`src/rtl/fcs_pkg.sv`:
```
package fcs_pkg;
  typedef enum logic [1:0] {
    ENG_IDLE   = 2'd0,
    ENG_WRITE  = 2'd1,
    ENG_RESUME = 2'd2
  } eng_state_e;

  localparam logic [3:0] PKT_VIDEO = 4'h0;
  localparam logic [3:0] PKT_CTRL  = 4'hF;

  localparam int CTL_BIT_TRIG = 0;
  localparam int CTL_BIT_IRQ  = 1;
  localparam int CTL_BIT_PEND = 0;
endpackage

```
`src/rtl/fcs_regfile.sv`:
```
module fcs_regfile
  import fcs_pkg::*;
#(
  parameter int NPAIR = 8,
  parameter int AW    = 32,
  parameter int DW    = 32,
  parameter int CAW   = 5,
  parameter int CW    = 4
) (
  input  logic                      clk_i,
  input  logic                      rst_ni,
  input  logic                      cfg_we_i,
  input  logic [CAW-1:0]            cfg_addr_i,
  input  logic [DW-1:0]             cfg_wdata_i,
  input  logic                      ctl_we_i,
  input  logic                      ctl_addr_i,
  input  logic [DW-1:0]             ctl_wdata_i,
  output logic [DW-1:0]             ctl_rdata_o,
  input  logic                      oneshot_clr_i,
  input  logic                      done_i,
  output logic [CW-1:0]             count_o,
  output logic [NPAIR-1:0][AW-1:0]  pair_addr_o,
  output logic [NPAIR-1:0][DW-1:0]  pair_data_o,
  output logic                      trig_en_o,
  output logic                      irq_pend_o,
  output logic                      irq_o
);
  logic trig_en_q, irq_en_q, pend_q;
  logic [CW-1:0] count_q;
  logic unused_ctl;

  assign unused_ctl = ^ctl_wdata_i;

  always_ff @(posedge clk_i or negedge rst_ni) begin
    if (!rst_ni) begin
      count_q <= '0;
    end else if (cfg_we_i && cfg_addr_i == '0) begin
      if (cfg_wdata_i > DW'(NPAIR)) count_q <= CW'(NPAIR);
      else                          count_q <= cfg_wdata_i[CW-1:0];
    end
  end

  for (genvar k = 0; k < NPAIR; k++) begin : g_pair
    logic [AW-1:0] a_q;
    logic [DW-1:0] d_q;
    always_ff @(posedge clk_i or negedge rst_ni) begin
      if (!rst_ni) begin
        a_q <= '0;
        d_q <= '0;
      end else if (cfg_we_i) begin
        if (cfg_addr_i == CAW'(2*k+1)) a_q <= cfg_wdata_i[AW-1:0];
        if (cfg_addr_i == CAW'(2*k+2)) d_q <= cfg_wdata_i;
      end
    end
    assign pair_addr_o[k] = a_q;
    assign pair_data_o[k] = d_q;
  end

  always_ff @(posedge clk_i or negedge rst_ni) begin
    if (!rst_ni) begin
      trig_en_q <= 1'b0;
      irq_en_q  <= 1'b0;
    end else begin
      if (ctl_we_i && !ctl_addr_i) begin
        trig_en_q <= ctl_wdata_i[CTL_BIT_TRIG];
        irq_en_q  <= ctl_wdata_i[CTL_BIT_IRQ];
      end
      if (oneshot_clr_i) trig_en_q <= 1'b0;
    end
  end

  // set has priority over a simultaneous clear
  always_ff @(posedge clk_i or negedge rst_ni) begin
    if (!rst_ni)                                            pend_q <= 1'b0;
    else if (done_i)                                        pend_q <= 1'b1;
    else if (ctl_we_i && ctl_addr_i && ctl_wdata_i[CTL_BIT_PEND]) pend_q <= 1'b0;
  end

  always_comb begin
    ctl_rdata_o = '0;
    if (ctl_addr_i) begin
      ctl_rdata_o[CTL_BIT_PEND] = pend_q;
    end else begin
      ctl_rdata_o[CTL_BIT_TRIG] = trig_en_q;
      ctl_rdata_o[CTL_BIT_IRQ]  = irq_en_q;
    end
  end

  assign count_o    = count_q;
  assign trig_en_o  = trig_en_q;
  assign irq_pend_o = pend_q;
  assign irq_o      = pend_q & irq_en_q;
endmodule

```
`src/rtl/fcs_trigger_detect.sv`:
```
module fcs_trigger_detect
  import fcs_pkg::*;
#(
  parameter int SDW  = 24,
  parameter int DIMW = 16
) (
  input  logic           clk_i,
  input  logic           rst_ni,
  input  logic           valid_i,
  input  logic [SDW-1:0] data_i,
  input  logic           sop_i,
  input  logic           acc_i,
  input  logic           arm_i,
  output logic           trig_o
);
  logic [1:0]      idx_q;
  logic [3:0]      type_q;
  logic [DIMW-1:0] wid_q, hgt_q;
  logic            fired_q;
  logic [DIMW-1:0] field;
  logic            ctrl_body, vid_ev, wid_ev, hgt_ev;
  logic            unused_data;

  assign unused_data = ^data_i;
  assign field     = data_i[DIMW-1:0];
  assign ctrl_body = !sop_i && type_q == PKT_CTRL;
  assign vid_ev    = sop_i && data_i[3:0] == PKT_VIDEO;
  assign wid_ev    = ctrl_body && idx_q == 2'd1 && field != wid_q;
  assign hgt_ev    = ctrl_body && idx_q == 2'd2 && field != hgt_q && !fired_q;
  assign trig_o    = arm_i && valid_i && (vid_ev || wid_ev || hgt_ev);

  always_ff @(posedge clk_i or negedge rst_ni) begin
    if (!rst_ni) begin
      idx_q   <= '0;
      type_q  <= '0;
      wid_q   <= '0;
      hgt_q   <= '0;
      fired_q <= 1'b0;
    end else begin
      if (acc_i) begin
        if (sop_i) begin
          idx_q   <= 2'd1;
          type_q  <= data_i[3:0];
          fired_q <= 1'b0;
        end else begin
          if (idx_q != 2'd3) idx_q <= idx_q + 2'd1;
          if (ctrl_body && idx_q == 2'd1) wid_q <= field;
          if (ctrl_body && idx_q == 2'd2) hgt_q <= field;
        end
      end
      if (trig_o && !sop_i) fired_q <= 1'b1;
    end
  end
endmodule

```
`src/rtl/fcs_write_engine.sv`:
```
module fcs_write_engine
  import fcs_pkg::*;
#(
  parameter int NPAIR = 8,
  parameter int AW    = 32,
  parameter int DW    = 32,
  parameter int CW    = 4
) (
  input  logic                     clk_i,
  input  logic                     rst_ni,
  input  logic                     start_i,
  input  logic [CW-1:0]            cnt_i,
  input  logic [NPAIR-1:0][AW-1:0] pair_addr_i,
  input  logic [NPAIR-1:0][DW-1:0] pair_data_i,
  input  logic                     waitreq_i,
  input  logic                     acc_i,
  output logic [AW-1:0]            mst_addr_o,
  output logic [DW-1:0]            mst_wdata_o,
  output logic                     mst_write_o,
  output logic                     busy_o,
  output logic                     idle_o,
  output logic                     done_o
);
  localparam int PW = (NPAIR > 1) ? $clog2(NPAIR) : 1;

  eng_state_e      state_q;
  logic [PW-1:0]   ptr_q, nxt;
  logic [CW-1:0]   cnt_q;
  logic [AW-1:0]   addr_q;
  logic [DW-1:0]   data_q;
  logic            last;

  assign nxt  = ptr_q + PW'(1);
  assign last = CW'(ptr_q) == cnt_q - CW'(1);

  always_ff @(posedge clk_i or negedge rst_ni) begin
    if (!rst_ni) begin
      state_q <= ENG_IDLE;
      ptr_q   <= '0;
      cnt_q   <= '0;
      addr_q  <= '0;
      data_q  <= '0;
    end else begin
      case (state_q)
        ENG_IDLE: if (start_i) begin
          state_q <= ENG_WRITE;
          ptr_q   <= '0;
          cnt_q   <= cnt_i;
          addr_q  <= pair_addr_i[0];
          data_q  <= pair_data_i[0];
        end
        ENG_WRITE: if (!waitreq_i) begin
          if (last) begin
            state_q <= ENG_RESUME;
          end else begin
            ptr_q  <= nxt;
            addr_q <= pair_addr_i[nxt];
            data_q <= pair_data_i[nxt];
          end
        end
        ENG_RESUME: if (acc_i) state_q <= ENG_IDLE;
        default: state_q <= ENG_IDLE;
      endcase
    end
  end

  assign mst_write_o = state_q == ENG_WRITE;
  assign mst_addr_o  = addr_q;
  assign mst_wdata_o = data_q;
  assign busy_o      = state_q == ENG_WRITE;
  assign idle_o      = state_q == ENG_IDLE;
  assign done_o      = state_q == ENG_WRITE && !waitreq_i && last;
endmodule

```
`src/rtl/frame_cfg_sequencer.sv`:
```
module frame_cfg_sequencer
  import fcs_pkg::*;
#(
  parameter int NPAIR    = 8,
  parameter int SDW      = 24,
  parameter int DIMW     = 16,
  parameter int AW       = 32,
  parameter int DW       = 32,
  parameter bit ONE_SHOT = 1'b0,
  localparam int CAW     = $clog2(2*NPAIR+1),
  localparam int CW      = $clog2(NPAIR+1)
) (
  input  logic           clk_i,
  input  logic           rst_ni,
  input  logic           s_valid_i,
  output logic           s_ready_o,
  input  logic [SDW-1:0] s_data_i,
  input  logic           s_sop_i,
  input  logic           s_eop_i,
  output logic           m_valid_o,
  input  logic           m_ready_i,
  output logic [SDW-1:0] m_data_o,
  output logic           m_sop_o,
  output logic           m_eop_o,
  input  logic           cfg_we_i,
  input  logic [CAW-1:0] cfg_addr_i,
  input  logic [DW-1:0]  cfg_wdata_i,
  input  logic           ctl_we_i,
  input  logic           ctl_addr_i,
  input  logic [DW-1:0]  ctl_wdata_i,
  output logic [DW-1:0]  ctl_rdata_o,
  output logic           mst_write_o,
  output logic [AW-1:0]  mst_addr_o,
  output logic [DW-1:0]  mst_wdata_o,
  input  logic           mst_waitreq_i,
  output logic           irq_o
);
  logic [CW-1:0]            count;
  logic [NPAIR-1:0][AW-1:0] pair_addr;
  logic [NPAIR-1:0][DW-1:0] pair_data;
  logic trig_en, irq_pend, trig, arm, busy, idle, done, hold, acc;

  assign arm  = idle && trig_en && count != '0;
  assign hold = busy || trig;
  assign s_ready_o = m_ready_i && !hold;
  assign m_valid_o = s_valid_i && !hold;
  assign acc       = s_valid_i && s_ready_o;
  assign m_data_o  = s_data_i;
  assign m_sop_o   = s_sop_i;
  assign m_eop_o   = s_eop_i;

  fcs_regfile #(.NPAIR(NPAIR), .AW(AW), .DW(DW), .CAW(CAW), .CW(CW)) u_regs (
    .clk_i, .rst_ni,
    .cfg_we_i, .cfg_addr_i, .cfg_wdata_i,
    .ctl_we_i, .ctl_addr_i, .ctl_wdata_i, .ctl_rdata_o,
    .oneshot_clr_i (ONE_SHOT && trig),
    .done_i        (done),
    .count_o       (count),
    .pair_addr_o   (pair_addr),
    .pair_data_o   (pair_data),
    .trig_en_o     (trig_en),
    .irq_pend_o    (irq_pend),
    .irq_o
  );

  fcs_trigger_detect #(.SDW(SDW), .DIMW(DIMW)) u_detect (
    .clk_i, .rst_ni,
    .valid_i (s_valid_i),
    .data_i  (s_data_i),
    .sop_i   (s_sop_i),
    .acc_i   (acc),
    .arm_i   (arm),
    .trig_o  (trig)
  );

  fcs_write_engine #(.NPAIR(NPAIR), .AW(AW), .DW(DW), .CW(CW)) u_eng (
    .clk_i, .rst_ni,
    .start_i     (trig),
    .cnt_i       (count),
    .pair_addr_i (pair_addr),
    .pair_data_i (pair_data),
    .waitreq_i   (mst_waitreq_i),
    .acc_i       (acc),
    .mst_addr_o, .mst_wdata_o, .mst_write_o,
    .busy_o      (busy),
    .idle_o      (idle),
    .done_o      (done)
  );
endmodule

```
`config.mk`:
```
export PLATFORM = sky130hd
export DESIGN_NAME = frame_cfg_sequencer
export DESIGN_NICKNAME = d
export VERILOG_FILES = /design/src/rtl/fcs_pkg.sv /design/src/rtl/fcs_regfile.sv /design/src/rtl/fcs_trigger_detect.sv /design/src/rtl/fcs_write_engine.sv /design/src/rtl/frame_cfg_sequencer.sv
export SDC_FILE = /design/constraint.sdc
export NUM_CORES = 1
export LEC_CHECK = 0
export BUFFER_PORTS_ARGS = -buffer_cell sky130_fd_sc_hd__buf_2
export CAP_MARGIN = 5
export CORE_ASPECT_RATIO = 0.8
export CORE_MARGIN = 3
export CORE_UTILIZATION = 45
export DETAILED_ROUTE_END_ITERATION = 16
export PLACE_DENSITY_LB_ADDON = 0.3
export SLEW_MARGIN = 20
export SYNTH_ARGS = -nofsm -noshare
export SYNTH_HDL_FRONTEND = slang
export SYNTH_SLANG_ARGS = --single-unit
```
`constraint.sdc`:
```
create_clock -name clk_i -period 7.8 [get_ports clk_i]
set_clock_uncertainty 0.2 [all_clocks]
set_input_delay 0.39 -clock clk_i [delete_from_list [all_inputs] [get_ports clk_i]]
set_output_delay 0.39 -clock clk_i [all_outputs]
set_load 0.01 [all_outputs]
```
# Yosys cells after proc, flatten, opt, wreduce, memory -nomap -nowiden
# Index checks and enable logic that the tools add are counted.
# Widths: inputs -> output; s select.
[op_classes]
n_addsub = 3
multipliers = 0
div = 0
magnitude_cmp = 2
eq_ne = 30
n_shift = 0
muxes = 31
n_bitwise = 2
n_reduce_logical = 62
[op_table]
columns = ["operator", "count"]
rows = [
  ["$mux 32", 8],
  ["$bmux 32 s3", 2],
  ["$pmux 32 s2", 2],
  ["$eq 5x4->1 const B", 8],
  ["$reduce_and 2->1", 20],
  ["$gt 32x4->1 const B", 1],
  ["$ne 16x16->1", 2],
  ["$logic_and 1x1->1", 21],
  ["$eq 5x3->1 const B", 4],
  ["$mux 2", 6],
  ["$eq 5x2->1 const B", 2],
  ["$ne 2x2->1 const B", 5],
  ["$reduce_bool 2->1", 5],
  ["$mux 3", 3],
  ["$reduce_and 4->1", 2],
  ["$mux 1", 7],
  ["$pmux 2 s3", 1],
  ["$pmux 3 s2", 1],
  ["$reduce_and 3->1", 2],
  ["$eq 5x1->1 const B", 1],
  ["$eq 5x5->1 const B", 1],
  ["$logic_not 1->1", 5],
  ["$logic_not 5->1", 1],
  ["$eq 2x1->1 const B", 2],
  ["15 further kinds", 18],
]
[word_totals]
reg_bits = 631
latchBits = 0
mem_bits_rw = 0
romBits = 0
memories = 0

# Logic depth before layout (Yosys ltp)
[logic_depth]
ltp_word = 13
ltp_mapped = 9
ltp_nobuf = 7

# Cells and area by module
# Synthesis repeated with hierarchy kept, for this count alone.
[hier_totals]
hier_cells = 2394
hier_area_um2 = 30586.8
[modules_own_cells]
columns = ["mod", "instances", "cells_per_inst", "area_each_um2", "seq_area_each_um2"]
rows = [
  ["fcs_regfile", 1, 1204, 19966.6, 12987.5],
  ["fcs_write_engine", 1, 1011, 8423.1, 1826.8],
  ["fcs_trigger_detect", 1, 146, 1958.1, 975.9],
  ["frame_cfg_sequencer", 1, 33, 239.0, 0.0],
]

# Worst setup path after synthesis
# OpenSTA, ideal clock, no wires.
[synth_path]
kind = "register -> register"
from = "register u_regs.count_q[1] (netlist: u_regs.count_o[1])"
to = "register u_detect.hgt_q[10]"
arrival_ns = 2.283
required_ns = 7.475
setup_slack_ns = 5.192
stages_incl_launch_ff = 9
synth_period_minus_slack_ns = 2.608
path_cell_list = "dfrtp_1 -> or4_1 -> nand4_1 -> nor4_1 -> buf_2 -> or4_1 -> buf_4 -> buf_6 -> mux2_4"
[synth_between]
elab_chain_len = 9
[synth_lines]
columns = ["item", "line_no", "text"]
rows = [
  ["start, declared", "fcs_regfile.sv:29", "logic [CW-1:0] count_q;"],
  ["start signal, assigned", "fcs_regfile.sv:38", "if (cfg_wdata_i > DW'(NPAIR)) count_q <= CW'(NPAIR);"],
  ["start signal, assigned", "fcs_regfile.sv:39", "else count_q <= cfg_wdata_i[CW-1:0];"],
  ["$reduce_bool 4->1", "frame_cfg_sequencer.sv:43", "assign arm = idle && trig_en && count != '0;"],
  ["$logic_and 1x1->1", "frame_cfg_sequencer.sv:43", ""],
  ["$logic_and 1x1->1 (2 in a row)", "fcs_trigger_detect.sv:30", "assign trig_o = arm_i && valid_i && (vid_ev || wid_ev || hgt_ev);"],
  ["$logic_or 1x1->1", "frame_cfg_sequencer.sv:44", "assign hold = busy || trig;"],
  ["$logic_not 1->1", "frame_cfg_sequencer.sv:45", "assign s_ready_o = m_ready_i && !hold;"],
  ["$logic_and 1x1->1", "frame_cfg_sequencer.sv:45", ""],
  ["$logic_and 1x1->1", "frame_cfg_sequencer.sv:47", "assign acc = s_valid_i && s_ready_o;"],
  ["$reduce_and 3->1 (no line)", "-", ""],
  ["end signal, assigned", "fcs_trigger_detect.sv:48", "if (ctrl_body && idx_q == 2'd2) hgt_q <= field;"],
  ["end, declared", "fcs_trigger_detect.sv:18", "logic [DIMW-1:0] wid_q, hgt_q;"],
]
# No other way between the ends.
# A chain may end at the register's enable or synchronous reset.

# Worst setup path in the final report
[layout_path]
from = "register u_eng.ptr_q[0]"
to = "register u_eng.addr_q[16] (netlist: u_eng.mst_addr_o[16])"
[layout_between]
elab_chain_len = 6
[layout_lines]
columns = ["item", "line_no", "text"]
rows = [
  ["start, declared", "fcs_write_engine.sv:27", "logic [PW-1:0] ptr_q, nxt;"],
  ["start signal, assigned", "fcs_write_engine.sv:56", "ptr_q <= nxt;"],
  ["$add 3x1->3", "fcs_write_engine.sv:33", "assign nxt = ptr_q + PW'(1);"],
  ["$bmux 32 s3", "fcs_write_engine.sv:57", "addr_q <= pair_addr_i[nxt];"],
  ["$mux 32 (not written as such)", "fcs_write_engine.sv:57", ""],
  ["$mux 32", "fcs_write_engine.sv:53", "if (last) begin"],
  ["$mux 32", "fcs_write_engine.sv:52", "ENG_WRITE: if (!waitreq_i) begin"],
  ["$pmux 32 s2", "fcs_write_engine.sv:44", "case (state_q)"],
  ["end signal, assigned", "fcs_write_engine.sv:49", "addr_q <= pair_addr_i[0];"],
  ["end signal, assigned", "fcs_write_engine.sv:57", ""],
  ["end, declared", "fcs_write_engine.sv:29", "logic [AW-1:0] addr_q;"],
]
# Several ways; a longest one is shown, not always the timed one. The select of a mux whose other input is x is not followed.

==> metrics.txt <==
status=complete, no violations; vias in the first global route=17576; drt initial violations=1005; WS Path Type=reg2reg; top post-synthesis cells by area=dfrtp_1, mux2_2, mux4_2; Slew Limit Fails=0; Seq cells post-synth=631; r2r endpoint=u_eng.mst_addr_o[16]; IO Count=229; area of the mapped netlist=29000 µm²; leading cell type in the layout, fill and taps excluded=dfrtp_1; cell count after synthesis=1944; initial antenna violation count=4; P_int=7.66 mW; Num CTS Buffers=67; worst hold path startpoint=cfg_addr_i[0]; Pleak=14.9 nW; port bufs=150; Setup Viol. Count Final=0; placed insts=2789; Resized Gates After CTS=0; TritonCTS Sinks=631; most frequent cells in the layout=dfrtp_1, mux2_2, buf_2; routed vias/inst=5.63; Combinational Power Share=29.8%; Max Cap Viol=0; layout net count=2152; slew margin rel.=25.2%; Register-to-Register Setup Slack=3750 ps; Fmax=247 MHz; clock latency on the worst-skew pair=600 ps; Critical Path Source Type=flip-flop; Sequential Power Share=40.0%; power per cell area=331 nW/µm²; Avg Inst Size Synth=14.9 µm²; CTS tree=yes; setup TNS=0 ps; Yosys cell types=43; metal3 WL=2.58 mm; clk slew on worst S/H paths=60 ps; Cell Rows=82; HPWL after DPL=38.5 mm; FFs w/ async S/R, synth=100%; Yosys warnings=0; Fillers=5262; Hold Crit Depth=3; Yosys top cell area share=54.4%; CP startpoint=u_eng.ptr_q[0]; non-filler cells in the finished layout=2931; cell taking the most area after synthesis=dfrtp_1; crit path max fanout=41; Reg2Reg Depth=7; WL met1=30.4 mm; GPL Wtd Cong=0.754; Main synth FF type=dfrtp_1; min Tclk post-route=4050 ps; Die W=290 µm; first-pass GRT wire length=105 mm; switching share of power=29.5%; Initial DRT Pass Iterations=5; RSZ-0062 raised after global routing=false; actual slew at the worst max-slew pin=1120 ps; hold path endpoint=u_regs.g_pair[6].d_q[30]; CP endpoint kind=flip-flop; worst vdd ir=0.000246 V; number of enable flip-flop cells after synthesis=0; Fin. Hold Viols=0; root buffer cell=clkbuf_16; Die ar.=67600 µm²; gr ovfl total=0; Routed WL=66.0 mm; worst min path class=in2reg; Initial Util=45.9%; n_diodes=0; Switching Power=3.20 mW; Die Height=233 µm; Layout area overhead=12.9%; drc violations=0; vias post-DR=16487; core area=63200 µm²; origin of the critical flop-to-flop path=u_eng.ptr_q[0]; largest net degree at the start of global routing=188; sequential area share after synthesis=54.4%; final period utilization=51.9%; share of cells above drive strength 1=49.7%; DR WL/cell=22.5 µm; Max Used Layer=met5; CP required=8130 ps; H-tree lvl count=3; Detail Route Antenna Nets=0; crit path DAT=4380 ps; met2 routed WL=31.7 mm; clock buffer depth=3; clock power share=30.2%; All-Layer GR Usage=19.8%
[cell families after synthesis]
| group | after synthesis | share of synthesized area [%] |
|---|---|---|
| buf+inv | 211 | 3.68 |
| other cells | 1 | 0.0129 |
| compound gates | 90 | 1.67 |
| mux | 804 | 36.1 |
| flops | 631 | 54.4 |
| xor+xnor | 38 | 1.15 |
| simple gates | 164 | 2.73 |
| fa+ha+maj | 5 | 0.216 |
[registers in the layout, indices dropped and copies added, names as in the netlist]
register / cells
u_detect.fired_q: 1
u_detect.hgt_q: 16
u_detect.idx_q: 2
u_detect.type_q: 4
u_detect.wid_q: 16
u_eng.cnt_q: 4
u_eng.mst_addr_o: 32
u_eng.mst_wdata_o: 32
u_eng.ptr_q: 3
u_eng.state_q: 2
u_regs.count_o: 4
u_regs.g_pair.a_q: 256
u_regs.g_pair.d_q: 256
u_regs.irq_en_q: 1
u_regs.irq_pend_o: 1
u_regs.trig_en_o: 1
[how the worst max path moves through the flow]
stage,to
after floorplan,u_detect.hgt_q[10]
after global placement,u_eng.mst_addr_o[16]
after detailed placement,u_eng.mst_addr_o[16]
after CTS,u_eng.mst_addr_o[16]
after global routing,u_eng.mst_addr_o[16]
final,u_eng.mst_addr_o[16]
[worst max-delay path, stage by stage (launching register included)]
cell	delay, ps
dfrtp_4	1000
ha_4	280
xor2_4	130
buf_4	600
buf_4	740
mux2i_1	150
o21ai_0	550
mux2_2	280
[power by group through the flow]
stage                     clock network, mW  registers (mW)  logic [mW]
after floorplan                           0            4.26        2.51
after global placement                    0            4.35        3.21
after detailed placement                  0            4.40        3.28
after CTS                              3.36            4.34        3.30
after global routing                   3.50            4.43        3.52
final                                  3.28            4.34        3.24
[cells in the mapped netlist, types with 2 or more instances]
cell and instances:
dfrtp_1 631, mux2_2 592, mux4_2 128, clkbuf_1 89, nand2_1 87, o21ai_0 77, mux2i_1 64, buf_4 61
xnor2_1 34, buf_1 26, buf_2 26, mux2_4 20, nand4_1 13, nor4_1 13, nor2_1 10, nor2b_1 8
inv_1 7, nor3_1 7, nand3_1 6, ha_1 5, or4_1 4, xor2_1 4, a21oi_1 3, a22o_1 3
and2_1 3, and3_1 3, buf_6 2, nand2b_1 2, nor3b_1 2
[layer usage]
metal  vias up  GRT usage (%)
li1       7216              -
met1      8878           27.3
met2       283           32.6
met3       108           3.77
met4         2           5.07
met5         -              0
[through the flow]
step / cell area (µm²) / worst slack [ps] / total power [mW] / hold WS, ps / util [%]
floorplan: 29100 / 5190 / 6.77 / -106 / -
global placement: 30300 / 3720 / 7.56 / 250 / 47.9
detailed placement: 30300 / 3760 / 7.68 / 248 / 47.9
CTS: 32800 / 3720 / 11.0 / 4.81 / 51.8
global route: 32800 / 3580 / 11.4 / 45.5 / 51.9
finish: 32800 / 3750 / 10.9 / 60.2 / 51.9
[final cells by class]
class                           instances  area [µm²]  share of cell area [%]
Sequential cell                       631       15800                    48.2
Multi-Input combinational cell       1131       12400                    37.8
Clock buffer                           99        1970                    6.02
Timing Repair Buffer                  206        1290                    3.93
Tap cell                              840        1050                    3.21
Clock inverter                         17         270                   0.824
Inverter                                7        26.3                  0.0801
[repair_timing]
item / in CTS / in global routing
setup endpoints to repair: 0 / 0
endpoints found under the hold margin: 130 / 0
buffers inserted: 0 / 0
hold buffers: 25 / 0
(Power assumes the default switching activity.)
